$ cat src/rtl/spi_xfer_pkg.sv
package spi_xfer_pkg;

    typedef enum logic [2:0] {
        ST_IDLE = 3'd0,
        ST_WAIT = 3'd1,
        ST_XFER = 3'd2,
        ST_LAST = 3'd3,
        ST_HOLD = 3'd4
    } xfer_state_e;

endpackage

$ cat src/rtl/spi_half_tick.sv
module spi_half_tick #(
    parameter int DIV_W = 8
) (
    input  logic             clk,
    input  logic             rst_n,
    input  logic             run_i,
    input  logic [DIV_W-1:0] div_i,
    output logic             tick_o
);

    logic [DIV_W-1:0] cnt_d, cnt_q;

    always_comb begin
        cnt_d = cnt_q;
        if (!run_i) begin
            cnt_d = '0;
        end else if (cnt_q == div_i) begin
            cnt_d = '0;
        end else begin
            cnt_d = cnt_q + 1'b1;
        end
    end

    always_ff @(posedge clk) begin
        if (!rst_n) begin
            cnt_q <= '0;
        end else begin
            cnt_q <= cnt_d;
        end
    end

    assign tick_o = run_i && (cnt_q == div_i);

    // two ticks in a row only when the divisor is zero
    assert_back_to_back_tick_R3: assert property (@(posedge clk) disable iff (!rst_n)
        (tick_o && $past(tick_o) && $past(run_i) && ($past(div_i) == div_i)) |-> (div_i == '0));

    // the running count never passes the divisor
    assert_count_in_range_R3: assert property (@(posedge clk) disable iff (!rst_n)
        (run_i && $past(run_i)) |-> (cnt_q <= div_i));

endmodule

$ cat src/rtl/spi_word_shifter.sv
module spi_word_shifter #(
    parameter int WIDTH = 8
) (
    input  logic             clk,
    input  logic             rst_n,
    input  logic             load_i,
    input  logic [WIDTH-1:0] load_word_i,
    input  logic             lsb_first_i,
    input  logic             shift_i,
    input  logic             sample_i,
    input  logic             miso_i,
    output logic             mosi_o,
    output logic [WIDTH-1:0] rx_word_o
);

    typedef struct packed {
        logic [WIDTH-1:0] tx;
        logic [WIDTH-1:0] rx;
    } shreg_t;

    shreg_t sh_d, sh_q;

    always_comb begin
        sh_d = sh_q;
        if (load_i) begin
            sh_d.tx = load_word_i;
            sh_d.rx = '0;
        end else begin
            if (shift_i) begin
                sh_d.tx = lsb_first_i ? (sh_q.tx >> 1) : (sh_q.tx << 1);
            end
            if (sample_i) begin
                sh_d.rx = lsb_first_i ? {miso_i, sh_q.rx[WIDTH-1:1]}
                                      : {sh_q.rx[WIDTH-2:0], miso_i};
            end
        end
    end

    always_ff @(posedge clk) begin
        if (!rst_n) begin
            sh_q <= '0;
        end else begin
            sh_q <= sh_d;
        end
    end

    assign mosi_o    = lsb_first_i ? sh_q.tx[0] : sh_q.tx[WIDTH-1];
    assign rx_word_o = sh_q.rx;

    // an edge either moves MOSI or samples MISO, never both
    assert_no_shift_on_sample_R4: assert property (@(posedge clk) disable iff (!rst_n)
        !(shift_i && sample_i));

    // a new word is loaded only between edges
    assert_load_alone_R5: assert property (@(posedge clk) disable iff (!rst_n)
        load_i |-> (!shift_i && !sample_i));

endmodule

$ cat src/rtl/spi_xfer_master.sv
module spi_xfer_master
    import spi_xfer_pkg::*;
#(
    parameter int WIDTH  = 8,
    parameter int DIV_W  = 8,
    parameter int WAIT_W = 8
) (
    input  logic              clk,
    input  logic              rst_n,
    input  logic              start_i,
    input  logic              stream_i,
    input  logic [WIDTH-1:0]  tx_byte_i,
    input  logic              cpol_i,
    input  logic              cpha_i,
    input  logic              lsb_first_i,
    input  logic [DIV_W-1:0]  baud_div_i,
    input  logic [WAIT_W-1:0] settle_i,
    input  logic              miso_i,
    output logic              sclk_o,
    output logic              mosi_o,
    output logic              cs_n_o,
    output logic [WIDTH-1:0]  rx_byte_o,
    output logic              done_o,
    output logic              busy_o
);

    localparam int EDGES  = 2 * WIDTH;
    localparam int EDGE_W = $clog2(EDGES);
    localparam logic [EDGE_W-1:0] LAST_EDGE = EDGE_W'(EDGES - 1);

    typedef struct packed {
        xfer_state_e       st;
        logic              cs_n;
        logic              sclk;
        logic              cpol;
        logic              cpha;
        logic              lsb;
        logic              stream;
        logic [DIV_W-1:0]  div;
        logic [WAIT_W-1:0] wcnt;
        logic [EDGE_W-1:0] edge_idx;
        logic              done;
        logic [WIDTH-1:0]  rx_out;
    } ctl_t;

    localparam ctl_t CTL_RST = '{
        st:       ST_IDLE,
        cs_n:     1'b1,
        sclk:     1'b0,
        cpol:     1'b0,
        cpha:     1'b0,
        lsb:      1'b0,
        stream:   1'b0,
        div:      '0,
        wcnt:     '0,
        edge_idx: '0,
        done:     1'b0,
        rx_out:   '0
    };

    ctl_t ctl_d, ctl_q;

    logic             tick;
    logic             run;
    logic             accept;
    logic             sample_en;
    logic             shift_en;
    logic [WIDTH-1:0] rx_word;

    assign run    = (ctl_q.st == ST_XFER);
    assign accept = start_i && ((ctl_q.st == ST_IDLE) || (ctl_q.st == ST_HOLD));

    // Even edge index = leading edge. CPHA picks which parity samples.
    assign sample_en = tick && (ctl_q.edge_idx[0] == ctl_q.cpha);
    assign shift_en  = tick && (ctl_q.edge_idx[0] != ctl_q.cpha) &&
                       !(ctl_q.cpha ? (ctl_q.edge_idx == '0) : (ctl_q.edge_idx == LAST_EDGE));

    spi_half_tick #(
        .DIV_W (DIV_W)
    ) u_half_tick (
        .clk    (clk),
        .rst_n  (rst_n),
        .run_i  (run),
        .div_i  (ctl_q.div),
        .tick_o (tick)
    );

    spi_word_shifter #(
        .WIDTH (WIDTH)
    ) u_shifter (
        .clk         (clk),
        .rst_n       (rst_n),
        .load_i      (accept),
        .load_word_i (tx_byte_i),
        .lsb_first_i (ctl_q.lsb),
        .shift_i     (shift_en),
        .sample_i    (sample_en),
        .miso_i      (miso_i),
        .mosi_o      (mosi_o),
        .rx_word_o   (rx_word)
    );

    always_comb begin
        ctl_d      = ctl_q;
        ctl_d.done = 1'b0;
        unique case (ctl_q.st)
            ST_IDLE: begin
                ctl_d.cpol = cpol_i;
                ctl_d.cpha = cpha_i;
                ctl_d.sclk = cpol_i;
                if (accept) begin
                    ctl_d.cs_n     = 1'b0;
                    ctl_d.lsb      = lsb_first_i;
                    ctl_d.stream   = stream_i;
                    ctl_d.div      = baud_div_i;
                    ctl_d.wcnt     = settle_i;
                    ctl_d.edge_idx = '0;
                    ctl_d.st       = ST_WAIT;
                end
            end
            ST_WAIT: begin
                if (ctl_q.wcnt == '0) begin
                    ctl_d.st = ST_XFER;
                end else begin
                    ctl_d.wcnt = ctl_q.wcnt - 1'b1;
                end
            end
            ST_XFER: begin
                if (tick) begin
                    ctl_d.sclk     = ~ctl_q.sclk;
                    ctl_d.edge_idx = ctl_q.edge_idx + 1'b1;
                    if (ctl_q.edge_idx == LAST_EDGE) begin
                        ctl_d.st = ST_LAST;
                    end
                end
            end
            ST_LAST: begin
                ctl_d.done   = 1'b1;
                ctl_d.rx_out = rx_word;
                if (ctl_q.stream) begin
                    ctl_d.st = ST_HOLD;
                end else begin
                    ctl_d.cs_n = 1'b1;
                    ctl_d.st   = ST_IDLE;
                end
            end
            ST_HOLD: begin
                if (accept) begin
                    ctl_d.lsb      = lsb_first_i;
                    ctl_d.stream   = stream_i;
                    ctl_d.div      = baud_div_i;
                    ctl_d.edge_idx = '0;
                    ctl_d.st       = ST_XFER;
                end
            end
            default: begin
                ctl_d = CTL_RST;
            end
        endcase
    end

    always_ff @(posedge clk) begin
        if (!rst_n) begin
            ctl_q <= CTL_RST;
        end else begin
            ctl_q <= ctl_d;
        end
    end

    assign sclk_o    = ctl_q.sclk;
    assign cs_n_o    = ctl_q.cs_n;
    assign done_o    = ctl_q.done;
    assign rx_byte_o = ctl_q.rx_out;
    assign busy_o    = (ctl_q.st == ST_WAIT) || (ctl_q.st == ST_XFER) || (ctl_q.st == ST_LAST);

    // SCLK moves outside idle only while the select is low
    assert_clock_only_when_selected_R2: assert property (@(posedge clk) disable iff (!rst_n)
        (!$stable(ctl_q.sclk) && ($past(ctl_q.st) != ST_IDLE)) |-> !ctl_q.cs_n);

    // no SCLK edge during the settle wait
    assert_wait_before_clock_R2: assert property (@(posedge clk) disable iff (!rst_n)
        ($past(ctl_q.st) == ST_WAIT) |-> $stable(ctl_q.sclk));

    // a word ends with SCLK at its idle level
    assert_idle_at_done_R4: assert property (@(posedge clk) disable iff (!rst_n)
        ctl_q.done |-> (ctl_q.sclk == ctl_q.cpol));

    // done lasts a single cycle
    assert_done_single_R7: assert property (@(posedge clk) disable iff (!rst_n)
        ctl_q.done |=> !ctl_q.done);

    // the select is released only together with done
    assert_release_with_done_R8: assert property (@(posedge clk) disable iff (!rst_n)
        $rose(ctl_q.cs_n) |-> ctl_q.done);

    // a held stream keeps the select low
    assert_stream_hold_R9: assert property (@(posedge clk) disable iff (!rst_n)
        (ctl_q.st == ST_HOLD) |-> !ctl_q.cs_n);

    // busy is already low in the done cycle
    assert_busy_clear_R10: assert property (@(posedge clk) disable iff (!rst_n)
        ctl_q.done |-> !busy_o);

    // a start during clocking does not restart the word
    assert_start_ignored_R10: assert property (@(posedge clk) disable iff (!rst_n)
        (start_i && (ctl_q.st == ST_XFER)) |=> ((ctl_q.st == ST_XFER) || (ctl_q.st == ST_LAST)));

endmodule

$ cat config.mk
export PLATFORM = sky130hd
export DESIGN_NAME = spi_xfer_master
export DESIGN_NICKNAME = d
export VERILOG_FILES = /design/src/rtl/spi_xfer_pkg.sv /design/src/rtl/spi_half_tick.sv /design/src/rtl/spi_word_shifter.sv /design/src/rtl/spi_xfer_master.sv
export SDC_FILE = /design/constraint.sdc
export NUM_CORES = 1
export LEC_CHECK = 0
export BUFFER_PORTS_ARGS = -buffer_cell sky130_fd_sc_hd__buf_2
export CAP_MARGIN = 20
export CORE_MARGIN = 1
export CORE_UTILIZATION = 56
export DETAILED_ROUTE_END_ITERATION = 8
export GPL_ROUTABILITY_DRIVEN = 0
export PLACE_DENSITY = 0.78
export SYNTH_ARGS = -nofsm -noshare
export SYNTH_HDL_FRONTEND = slang
export SYNTH_HIERARCHICAL = 1
export SYNTH_SLANG_ARGS = --single-unit
$ cat constraint.sdc
create_clock -name clk -period 5.2 [get_ports clk]
set_clock_uncertainty 0.1 [all_clocks]
set_input_delay 1.04 -clock clk [delete_from_list [all_inputs] [get_ports clk]]
set_output_delay 1.04 -clock clk [all_outputs]
set_load 0.01 [all_outputs]
======== Yosys cells after proc, flatten, opt, wreduce, memory -nomap -nowiden ========
Cells that the tools add are included.
storage, ports and cells
  flip-flop bits (word level) ............. 61
  bits in latches ......................... 0
  bits in writable memories ............... 0
  bits in read-only memories .............. 0
  word-level logic and storage cells ...... 96
  memories kept ........................... 0
operators by class
  add/sub/neg operators ................... 3
  $mul .................................... 0
  div/mod/pow operators ................... 0
  $lt $le $gt $ge ......................... 0
  eq/ne operators ......................... 15
  shifts and indexed selects .............. 0
  muxes and demuxes ....................... 28
  bitwise logic cells ..................... 8
  reduce and logical (&&, ||, !) cells .... 28
operators by type and width
  cell                                                                count
  8-bit 2-to-1 mux                                                    5
  10-bit case mux with 3 select lines                                 1
  8-bit case mux with 3 select lines                                  1
  22-bit 2-to-1 mux                                                   1
  9-bit case mux with 2 select lines                                  1
  16-bit 2-to-1 mux                                                   1
  4-bit case mux with 4 select lines                                  1
  3-bit 2-to-1 mux                                                    5
  3-bit case mux with 5 select lines                                  1
  3-bit OR reduction                                                  5
  2-bit inequality test, second input constant                        7
  4-bit 2-to-1 mux                                                    3
  10-bit 2-to-1 mux                                                   1
  3-bit AND reduction                                                 3
  8-bit by 1-bit adder with 8-bit output, second input constant       1
  8-bit == test                                                       1
  8-bit logical NOT                                                   1
  1-bit inverter                                                      8
  4-bit OR reduction                                                  2
  8-bit by 1-bit subtractor with 8-bit output, second input constant  1
  3-bit by 2-bit == test with 1-bit output, second input constant     2
  1-bit case mux with 3 select lines                                  2
  1-bit logical AND                                                   5
  5-bit AND reduction                                                 1
  16 further kinds                                                    22

======== Logic depth before layout (Yosys ltp) ========
  word-level depth ........................ 6
  depth in mapped cells ................... 9
  gate-level depth less buffers ........... 7

======== Modules after synthesis ========
Netlist, hierarchy kept.
by module, submodules not included
  module            times used  cells an instance  area each (um^2)
  spi_xfer_master   1           220                1863.0
  spi_word_shifter  1           91                 878.3
  spi_half_tick     1           46                 470.5

======== Worst setup path before layout ========
No wires, ideal clock.
  kind .................................... input -> register
  start ................................... input start_i
  end ..................................... register u_shifter/sh_q[13] (netlist bit)
  library setup time ...................... 0.134 ns
  data arrival time ....................... 2.156 ns
  required time ........................... 4.966 ns
  setup slack ............................. 2.810 ns
  stages on the path ...................... 5
  buffers on the path ..................... 2
  path through ............................ nor3b_1 -> clkbuf_1 -> buf_2 -> nand2b_1 -> o221ai_1
between the ends
  cells in the longest elaborated chain, start to end .. 2
  elaborated cells on any way between the ends .. 3
  those cells by class .................... mux: 1; reduce/logical: 2
ends and longest elaborated chain
  element                                                         line                    source
  from (decl)                                                     spi_xfer_master.sv:10   input logic start_i,
  1-bit logical AND (*)                                           spi_xfer_master.sv:71   assign accept = start_i && ((ctl_q.st == ST_IDLE) || (ctl_q.st == ST_HOLD));
  via accept                                                      spi_xfer_master.sv:65   logic accept;
  16-bit 2-to-1 mux / 2-bit nonzero test (equally long branches)  --
  to (signal assigned)                                            spi_word_shifter.sv:41  sh_q <= '0;
  to (signal assigned)                                            spi_word_shifter.sv:43  sh_q <= sh_d;
  to (decl)                                                       spi_word_shifter.sv:21  shreg_t sh_d, sh_q;
The timed path passes the listed nets; every way through them passes the cells marked *.
A chain may end at the register's enable or synchronous reset.

======== Worst setup path in the final report ========
  start ................................... register ctl_q[30] (netlist bit)
  end ..................................... output mosi_o
between the ends
  cells in the longest elaborated chain, start to end .. 1
ends and longest elaborated chain
  element                 line                    source
  from (decl)             spi_xfer_master.sv:61   ctl_t ctl_d, ctl_q;
  from (signal assigned)  spi_xfer_master.sv:166  ctl_q <= ctl_d;
  1-bit 2-to-1 mux        spi_word_shifter.sv:47  assign mosi_o = lsb_first_i ? sh_q.tx[0] : sh_q.tx[WIDTH-1];
  to (decl)               spi_xfer_master.sv:20   output logic mosi_o,
No other way between the ends.

==> results.toml <==
[hold_path]
worstHoldStart = "ctl_q[29]"
worstHoldEndpoint = "ctl_q[37]"
whs_path_depth = 2
hold_class = "flop to flop"

[yosys]
synth_nets = 393
syn_avg_cell_area_sq_um = 8.997
ys_seq_elements = 61
yosysUniqueCellTypes = 58
syn_area_sq_mm = 0.003212
ys.flop_type = "dfxtp_1"
ys.warnings.count = 6
synth-edff-count = 0
ys_seq_area_share_pct = 38.02
synthCells = 357
async_flop_share_pct = 0

[cts]
cts-root-buf = "clkbuf_8"
cts_htree_levels = 3
clkSinkCount = 61
ctsLongestPathBuffers = 2
cts_setup_buffers = 0
cts_tree = "yes"
ctsResizeCount = 0
clk_latency_ps = 330
clk_pin_slew_ps = 70
cts_inserted_buffers = 9
hold_buffers = 0

[worst_setup_path]
path_delay_family = "flip-flops"
r2r_end = "ctl_q[12]"
path_cells = "mux2_2, buf_2"
start_kind = "flop"
cp_num_buf_inv = 1
reg2reg_depth = 7
crit_arrival_ps = 1780
cp_slowest_cell = "dfxtp_1"
timing.rr.start = "u_half_tick/cnt_q[3]"
max_stage_delay_ps = 910
path_class = "flop to primary output"
reg2reg_slack_ps = 2560
end_kind = "primary output"
cp_max_fo = 18
worstPathRequired_ps = 4060

[flow_run]
cap_violations = 0

[detailed_routing]
vias_per_cell = 5.969
wl_per_cell_microns = 14.63
wirelength_mm = 6.642
dr.pass1.iters = 4
drtAntennaViolNets = 0
vias = 2710
drt_iter0_drc = 157
highest_layer = "met4"
wl_met2_mm = 3.111
wl_met1_mm = 3.239
wl_met3_microns = 222
drc_errors = 0

[global_routing]
antenna_found_initial = 0
grt_overflow = 0
grt_start_max_net_pins = 33
grt_use_total_pct = 23.46
grt_pass1_wl_mm = 11.32
first_global_vias = 2463

[die]
die_w_microns = 77.73
start_util_pct = 58.33
ios = 45
num_rows = 27
coreArea_sq_mm = 0.005507
die_area_sq_mm = 0.006042
die_y_microns = 77.73

[finish]
multi_input_area_sq_mm = 0.001727
nFillCells = 491
syn_to_final_growth_pct = 8.337
seqCellArea_sq_mm = 0.001221
mostFrequentLayoutCell = "dfxtp_1"
diodes = 0
drive_gt1_share_pct = 19.63
layout_common_cells = "61 x dfxtp_1, 44 x buf_2, 34 x nor2_1, 20 x a22oi_1, 19 x a211oi_1"
final_nets = 413

[power]
ir_worst_vdd_uv = 237.1
power_density_mw_per_mm2 = 431.4
p_leak_nw = 1.324

[sta]
whs_ps = 387.4
final.setup.tns_ps = 0
final_hold_viol_count = 0
clock.fmax_mhz = 341.9
maxSlewHeadroom_pct = 33.04
setup_viol = 0
fin_crit_sh_pct = 56.24
rsz0062_at_grt = "no"
tightest_slew_ps = 1003
finalMaxSlewViolations = 0
min_period_ps = 2924

[outcome]
status = "completed"

[placement]
dpl.hpwl_mm = 4.524
port_buffers = 44
-- worst register-to-register path: stages, from the launching register on --
cell and delay (ps):
dfxtp_1 450, xor2_1 140, nor4_4 540, and3_1 350
nand2b_1 140, a21oi_1 160, or4_1 530, a21oi_1 170
-- area by class of cell --
class | instances | share of cell area (%)
Inverter | 10 | 1.079
Clock buffer | 10 | 3.955
Tap cell | 72 | 2.589
Clock inverter | 6 | 1.115
Multi-Input combinational cell | 250 | 49.62
Sequential cell | 61 | 35.10
Timing Repair Buffer | 45 | 6.544
-- synth_stat cells (5+ instances only) --
library cell  number  share of area (%)
dfxtp_1           61                 38
nor3_1             7                1.1
o21a_1             5                1.2
a211oi_1          19                4.4
nand2_1           11                1.3
nand2b_1          15                2.9
buf_4             16                3.7
clkbuf_1          13                1.5
o221ai_1           6                1.6
a21oi_1           18                2.8
nor2_1            34                4.0
nand3_1           13                2.0
inv_1             10                1.2
mux2i_1           14                4.4
xor2_1             9                2.5
a22oi_1           20                4.7
o21ai_0           10                1.6
or3_1              6                1.2
-- kinds of logic after synthesis --
group / Yosys count / share of synthesized area (%)
AO/OA/AOI/OAI: 100 / 22.24
XOR/XNOR: 11 / 3.234
adder cells (fa/ha/maj): 4 / 1.558
buffers and inverters: 46 / 8.376
flip-flops: 61 / 38.02
multiplexers: 15 / 4.714
AND/OR/NAND/NOR: 120 / 21.85
-- where the power goes --
group,switching (mW),internal (mW),total (mW)
logic,0.293,0.225,0.519
clock network,0.187,0.184,0.370
registers,0.0814,0.531,0.612
-- stage by stage --
| step | worst slack [ps] | std cells | total power [mW] | cell area, sq um | util, % |
|---|---|---|---|---|---|
| 2_1_floorplan | 2810 | 357 | 1.030 | 3212 | - |
| 3_3_place_gp | 2537 | 438 | 1.125 | 3303 | 59.99 |
| 3_5_place_dp | 2446 | 438 | 1.134 | 3303 | 59.99 |
| 4_1_cts | 2259 | 454 | 1.508 | 3480 | 63.19 |
| 5_1_grt | 2191 | 454 | 1.598 | 3480 | 63.19 |
| 6_report | 2276 | 454 | 1.501 | 3480 | 63.19 |
-- sequential cells by signal (all words and copies together), names as in the netlist --
name	flops
u_shifter/sh_q	8
u_shifter/rx_word_o	8
done_o	1
u_half_tick/cnt_q	8
sclk_o	1
ctl_q	26
cs_n_o	1
rx_byte_o	8
-- worst max path at each step --
stage | end | start | depth (start not counted) | slack [ps]
after detailed placement | ctl_q[12] | start_i | 6 | 2450
final | mosi_o | ctl_q[30] | 2 | 2280
after global routing | mosi_o | ctl_q[30] | 2 | 2190
after floorplan | u_shifter/sh_q[13] | start_i | 5 | 2810
after CTS | mosi_o | ctl_q[30] | 2 | 2260
after global placement | ctl_q[11] | start_i | 6 | 2540
-- metal layers --
layer  GRT usage (%)  vias up
li1                -     1353
met1           30.61     1307
met2           38.23       44
met3           5.059        6
met4           7.925        0
met5               0        -
No activity file was read; power rests on OpenSTA's default activity.
